## src/rtl/dir_lptr_pkg.sv

```systemverilog
package dir_lptr_pkg;

    typedef enum logic [1:0] {
        OP_READ  = 2'd0,
        OP_WRITE = 2'd1,
        OP_EVICT = 2'd2,
        OP_NONE  = 2'd3
    } dir_op_e;

    function automatic int ptr_width(input int nodes);
        return (nodes > 1) ? $clog2(nodes) : 1;
    endfunction

endpackage

```

## src/rtl/dir_lptr_match.sv

```systemverilog
module dir_lptr_match #(
    parameter int SLOTS = 5,
    parameter int PTR_W = 10
) (
    input  logic [SLOTS-1:0]            valid,
    input  logic [SLOTS-1:0][PTR_W-1:0] ptr,
    input  logic [PTR_W-1:0]            node,
    output logic [SLOTS-1:0]            hit_vec,
    output logic                        hit,
    output logic [SLOTS-1:0]            free_oh,
    output logic                        any_free
);
    for (genvar g = 0; g < SLOTS; g++) begin : g_cmp
        assign hit_vec[g] = valid[g] && (ptr[g] == node);
    end

    assign hit      = |hit_vec;
    assign any_free = ~&valid;

    always_comb begin
        logic found;
        found   = 1'b0;
        free_oh = '0;
        for (int i = 0; i < SLOTS; i++) begin
            if (!valid[i] && !found) begin
                free_oh[i] = 1'b1;
                found      = 1'b1;
            end
        end
    end
endmodule

```

## src/rtl/dir_lptr_next.sv

```systemverilog
module dir_lptr_next
    import dir_lptr_pkg::*;
#(
    parameter int SLOTS = 5,
    parameter int PTR_W = 10
) (
    input  logic                        req_valid,
    input  dir_op_e                     op,
    input  logic [PTR_W-1:0]            node,
    input  logic [SLOTS-1:0]            cur_valid,
    input  logic [SLOTS-1:0][PTR_W-1:0] cur_ptr,
    input  logic                        cur_dirty,
    input  logic                        cur_bcast,
    input  logic [SLOTS-1:0]            hit_vec,
    input  logic                        hit,
    input  logic [SLOTS-1:0]            free_oh,
    input  logic                        any_free,
    output logic [SLOTS-1:0]            nxt_valid,
    output logic [SLOTS-1:0][PTR_W-1:0] nxt_ptr,
    output logic                        nxt_dirty,
    output logic                        nxt_bcast,
    output logic [SLOTS-1:0]            inval_mask,
    output logic                        inval_all,
    output logic                        recall,
    output logic                        overflow
);
    always_comb begin
        nxt_valid  = cur_valid;
        nxt_ptr    = cur_ptr;
        nxt_dirty  = cur_dirty;
        nxt_bcast  = cur_bcast;
        inval_mask = '0;
        inval_all  = 1'b0;
        recall     = 1'b0;
        overflow   = 1'b0;
        if (req_valid) begin
            unique case (op)
                OP_READ: begin
                    if (!hit) begin
                        if (cur_dirty) begin
                            recall    = 1'b1;
                            nxt_dirty = 1'b0;
                        end
                        if (any_free) begin
                            for (int i = 0; i < SLOTS; i++) begin
                                if (free_oh[i]) begin
                                    nxt_valid[i] = 1'b1;
                                    nxt_ptr[i]   = node;
                                end
                            end
                        end else if (!cur_bcast) begin
                            nxt_bcast = 1'b1;
                            overflow  = 1'b1;
                        end
                    end
                end
                OP_WRITE: begin
                    inval_mask = cur_valid & ~hit_vec;
                    inval_all  = cur_bcast;
                    recall     = cur_dirty && !hit;
                    nxt_valid  = '0;
                    nxt_valid[0] = 1'b1;
                    nxt_ptr    = '0;
                    nxt_ptr[0] = node;
                    nxt_dirty  = 1'b1;
                    nxt_bcast  = 1'b0;
                end
                OP_EVICT: begin
                    nxt_valid = cur_valid & ~hit_vec;
                    if (cur_dirty && hit) begin
                        nxt_dirty = 1'b0;
                    end
                end
                default: begin
                end
            endcase
        end
    end
endmodule

```

## src/rtl/dir_lptr_entry.sv

```systemverilog
module dir_lptr_entry
    import dir_lptr_pkg::*;
#(
    parameter  int NODES = 1024,
    parameter  int SLOTS = 5,
    localparam int PTR_W = ptr_width(NODES)
) (
    input  logic                        clk,
    input  logic                        rst,
    input  logic                        req_valid,
    input  logic [1:0]                  req_op,
    input  logic [PTR_W-1:0]            req_node,
    output logic [SLOTS-1:0]            ent_valid,
    output logic [SLOTS-1:0][PTR_W-1:0] ent_ptr,
    output logic                        ent_dirty,
    output logic                        ent_bcast,
    output logic [PTR_W-1:0]            owner_id,
    output logic                        rsp_valid,
    output logic [SLOTS-1:0]            rsp_inval_mask,
    output logic [SLOTS-1:0][PTR_W-1:0] rsp_inval_ptr,
    output logic                        rsp_inval_all,
    output logic                        rsp_recall,
    output logic [PTR_W-1:0]            rsp_owner,
    output logic                        rsp_overflow
);
    logic [SLOTS-1:0]            hit_vec, free_oh;
    logic                        hit, any_free;
    logic [SLOTS-1:0]            nxt_valid, inval_mask;
    logic [SLOTS-1:0][PTR_W-1:0] nxt_ptr;
    logic                        nxt_dirty, nxt_bcast, inval_all, recall, overflow;
    dir_op_e                     op;

    assign op = dir_op_e'(req_op);

    dir_lptr_match #(.SLOTS(SLOTS), .PTR_W(PTR_W)) u_match (
        .valid    (ent_valid),
        .ptr      (ent_ptr),
        .node     (req_node),
        .hit_vec  (hit_vec),
        .hit      (hit),
        .free_oh  (free_oh),
        .any_free (any_free)
    );

    dir_lptr_next #(.SLOTS(SLOTS), .PTR_W(PTR_W)) u_next (
        .req_valid  (req_valid),
        .op         (op),
        .node       (req_node),
        .cur_valid  (ent_valid),
        .cur_ptr    (ent_ptr),
        .cur_dirty  (ent_dirty),
        .cur_bcast  (ent_bcast),
        .hit_vec    (hit_vec),
        .hit        (hit),
        .free_oh    (free_oh),
        .any_free   (any_free),
        .nxt_valid  (nxt_valid),
        .nxt_ptr    (nxt_ptr),
        .nxt_dirty  (nxt_dirty),
        .nxt_bcast  (nxt_bcast),
        .inval_mask (inval_mask),
        .inval_all  (inval_all),
        .recall     (recall),
        .overflow   (overflow)
    );

    always_ff @(posedge clk) begin
        if (rst) begin
            ent_valid      <= '0;
            ent_ptr        <= '0;
            ent_dirty      <= 1'b0;
            ent_bcast      <= 1'b0;
            rsp_valid      <= 1'b0;
            rsp_inval_mask <= '0;
            rsp_inval_ptr  <= '0;
            rsp_inval_all  <= 1'b0;
            rsp_recall     <= 1'b0;
            rsp_owner      <= '0;
            rsp_overflow   <= 1'b0;
        end else begin
            ent_valid      <= nxt_valid;
            ent_ptr        <= nxt_ptr;
            ent_dirty      <= nxt_dirty;
            ent_bcast      <= nxt_bcast;
            rsp_valid      <= req_valid;
            rsp_inval_mask <= inval_mask;
            rsp_inval_ptr  <= ent_ptr;
            rsp_inval_all  <= inval_all;
            rsp_recall     <= recall;
            rsp_owner      <= recall ? ent_ptr[0] : '0;
            rsp_overflow   <= overflow;
        end
    end

    assign owner_id = ent_dirty ? ent_ptr[0] : '0;
endmodule

```

## config.mk

```make
export PLATFORM = sky130hd
export DESIGN_NAME = dir_lptr_entry
export DESIGN_NICKNAME = d
export VERILOG_FILES = /design/src/rtl/dir_lptr_pkg.sv /design/src/rtl/dir_lptr_match.sv /design/src/rtl/dir_lptr_next.sv /design/src/rtl/dir_lptr_entry.sv
export SDC_FILE = /design/constraint.sdc
export NUM_CORES = 1
export LEC_CHECK = 0
export BUFFER_PORTS_ARGS = -buffer_cell sky130_fd_sc_hd__buf_2
export CAP_MARGIN = 15
export CORE_UTILIZATION = 38
export CTS_CLUSTER_SIZE = 12
export DETAILED_ROUTE_END_ITERATION = 10
export GPL_TIMING_DRIVEN = 1
export PLACE_DENSITY = 0.67
export SYNTH_ARGS = -nofsm -noshare
export SYNTH_HDL_FRONTEND = slang
export SYNTH_SLANG_ARGS = --single-unit
```

## constraint.sdc

```tcl
create_clock -name clk -period 2.9 [get_ports clk]
set_clock_uncertainty 0.1 [all_clocks]
set_input_delay 0 -clock clk [delete_from_list [all_inputs] [get_ports clk]]
set_output_delay 0 -clock clk [all_outputs]
set_load 0.005 [all_outputs]
```

==> flow_summary.ini <==
[status]
status = completed

[global_routing]
antenna_found_initial = 1
grt.total_usage_pct = 21.3
grt_pass1_wl_mm = 21.2
grt_max_degree = 43
grt_pass1_vias = 3992
grt_overflow_total = 0

[critical_path]
arrival_ps = 2890
cp-endpoint = ent_ptr[43]
ff2ff_setup_slack_ps = 300
critPathKind = input pin to flip-flop
worstPathRequired_ps = 3170
endpoint_kind = flip-flop
rr_worst_depth = 7
worstReg2RegEnd = ent_ptr[43]
critPathMaxFanout = 10
critPathLaunch = req_node[5]
start_kind = input pin
reg2reg_from = ent_ptr[30]

[placed_design]
port_buffers = 150
gp_congestion = 0.924
hpwl_mm = 9.69

[final_layout]
antenna_cells = 0
nets = 658
drive_gt1_share_pct = 29.3
area_delta_synth_final_pct = 30.5
utilization_pct = 51.2

[cts]
insertion_delay_ps = 430
clock-sinks = 126
cts_setup_buffers = 0
root_buffer = clkbuf_16
path_clk_slew_ps = 60
cts_buffers = 17
cts_resized = 0
cts_buffer_depth = 2
cts_tree = done
htree_levels = 4

[yosys]
yosysSeqAreaShare_pct = 50.8
synthesis.area_um2 = 4970
yosysWarnings = 0
ys_ff_latch = 126
synth_edf_count = 0
syn_avg_cell_area_um2 = 10.3
synth_nets = 503
synth_cells = 484
async_flop_share_pct = 0
ys.flop_type = dfxtp_1
ys_types = 50

[sta]
timing.slew.headroom_pct = 44.7
setup_viol = 0
fmax_ghz = 0.382
hold_viol = 0
finalSetupTns_ps = 0
rsz0062_at_grt = false
fin_crit_sh_pct = 90.4
drv_slew = 0
worstMarginPinSlew_ps = 824
fin_crit_ps = 2620

[floorplanning]
chipHeight_um = 116
die_w_um = 116
dieArea_um2 = 13500
placementRows = 41
start_util_pct = 39.2
pin_count = 151
core_region_area_um2 = 12700

[detailed_routing]
viasPerCell = 5.05
ant_nets = 0
drc_errors = 0
dr.pass1.iters = 5
wl_per_cell_um = 16.5
num_vias = 4165
drt-initial-drc-count = 194
wl_mm = 13.6

[power_and_ir_drop]
p_int_mw = 3.20
pwr-share-comb_pct = 7.0
power_density_nw_per_um2 = 639
clkPwrFrac_pct = 49.5
switching_share_pct = 22.7
p_sw_mw = 0.940
p_seq_share_pct = 43.5
ir_drop_mv = 0.388
p_leak_nw = 3.22

[worst_hold_path]
hp-class = input pin to flip-flop

[run]
drv_cap = 0
-- layout by cell type (no fill, tap or decap), drive strengths merged, types with 5 or more instances in the layout --
| master | count |
|---|---|
| inv | 7 |
| nand4 | 5 |
| clkinv | 5 |
| nor2b | 51 |
| clkbuf | 25 |
| and3 | 8 |
| and2 | 23 |
| dlygate4sd3 | 11 |
| xor2 | 50 |
| mux2i | 10 |
| buf | 156 |
| nor2 | 36 |
| a22o | 30 |
| nand3 | 9 |
| dfxtp | 126 |
| nand2 | 17 |
| nor3 | 7 |
| a21o | 12 |
| nor4 | 15 |
-- cells in the mapped netlist (all sizes together) (2+ instances only) --
cell type	instances	area share, %
and4	3	0.58
o21ai	4	0.40
a211oi	3	0.45
mux2i	10	2.0
nor4	15	2.2
nor2	36	2.8
nor3b	2	0.30
or4	2	0.30
nand3	9	1.0
xor2	50	8.8
o2bb2ai	2	0.35
inv	7	0.53
ha	4	1.0
o211ai	2	0.30
nor3	7	0.81
a22o	30	5.3
buf	16	2.4
clkbuf	15	1.1
dfxtp	126	51
a31oi	4	0.63
nor2b	51	6.4
a21o	12	1.8
a222oi	2	0.40
a41o	2	0.40
and2	23	2.9
a311oi	2	0.35
nand2	17	1.3
nand4	5	0.63
and3	8	1.0
nand2b	4	0.50
-- worst max-delay path, stage by stage --
cell and delay (ps):
dlygate4sd3_1 540, buf_2 300, xor2_1 230, nor4_1 90
and4_4 220, a2111oi_4 470, nand3_2 180, nor4_4 600
a22o_1 260
-- layout make-up --
type | instances | area, um^2
inverter | 7 | 26.3
clock buffer | 25 | 485
timing repair buffer | 167 | 906
fill | 1211 | 6190
tap | 172 | 215
multi-input combinational | 320 | 2240
clock inverter | 7 | 85.1
sequential | 126 | 2520
-- power by group through the flow --
| stage | logic (mW) | registers, mW | clock network (mW) |
|---|---|---|---|
| floorplan | 0.190 | 1.83 | 0 |
| global placement | 0.272 | 1.84 | 0 |
| detailed placement | 0.275 | 1.84 | 0 |
| CTS | 0.288 | 1.80 | 2.07 |
| global route | 0.316 | 1.81 | 2.17 |
| finish | 0.290 | 1.80 | 2.05 |
-- how the worst min path moves through the flow --
stage | startpoint | to | slack (ps) | depth (start not counted)
after detailed placement | rsp_inval_ptr[38] | rsp_inval_ptr[38] | 270 | 1
after global placement | rsp_inval_ptr[27] | rsp_inval_ptr[27] | 270 | 1
final | rst | rsp_inval_ptr[26] | 40 | 2
after CTS | rst | rsp_inval_ptr[36] | 10 | 2
after floorplan | rst | rsp_valid | -3 | 1
after global routing | rst | rsp_inval_ptr[29] | 50 | 2
-- cells by family (layout without fill, tap and decap cells) --
group	Yosys count	count (layout)	synth area share (%)
AOI/OAI and AO/OA	69	69	11.7
adders and majority gates	4	4	1.01
DFF	126	126	50.8
muxes	11	11	2.24
and+or+nand+nor	186	186	21.3
xor gates and xnor gates	50	50	8.82
buffers and inverters	38	206	4.08
-- metrics by stage --
| step | setup WS [ps] | hold WS [ps] | cell area (um^2) | power, mW | cells |
|---|---|---|---|---|---|
| after global routing | 128 | 53.3 | 6480 | 4.30 | 824 |
| after CTS | 302 | 11.1 | 6480 | 4.17 | 824 |
| after detailed placement | 376 | 275 | 5800 | 2.11 | 781 |
| after floorplan | 743 | -2.94 | 4970 | 2.02 | 484 |
| after global placement | 402 | 275 | 5800 | 2.11 | 781 |
| final | 280 | 37.9 | 6480 | 4.14 | 824 |
-- metal layers --
metal	wire, um	global-route usage [%]	part of all wire [%]
met1	6090	25.9	45
met2	6350	33.7	47
met3	912	7.11	6.7
met4	240	10.2	1.8
met5	10	0	0.073
-- repair_timing --
item	4_1_cts	5_1_grt
setup endpoints to repair	0	0
hold buffers	11	0
hold endpoints to repair	49	0
-- sequential cells by signal, summed over array words and instances, names as in the netlist, 5 cells and up --
signal          flops
rsp_owner          10
rsp_inval_ptr      50
rsp_inval_mask      5
ent_ptr            50
ent_valid           5
(Power assumes the default switching activity.)
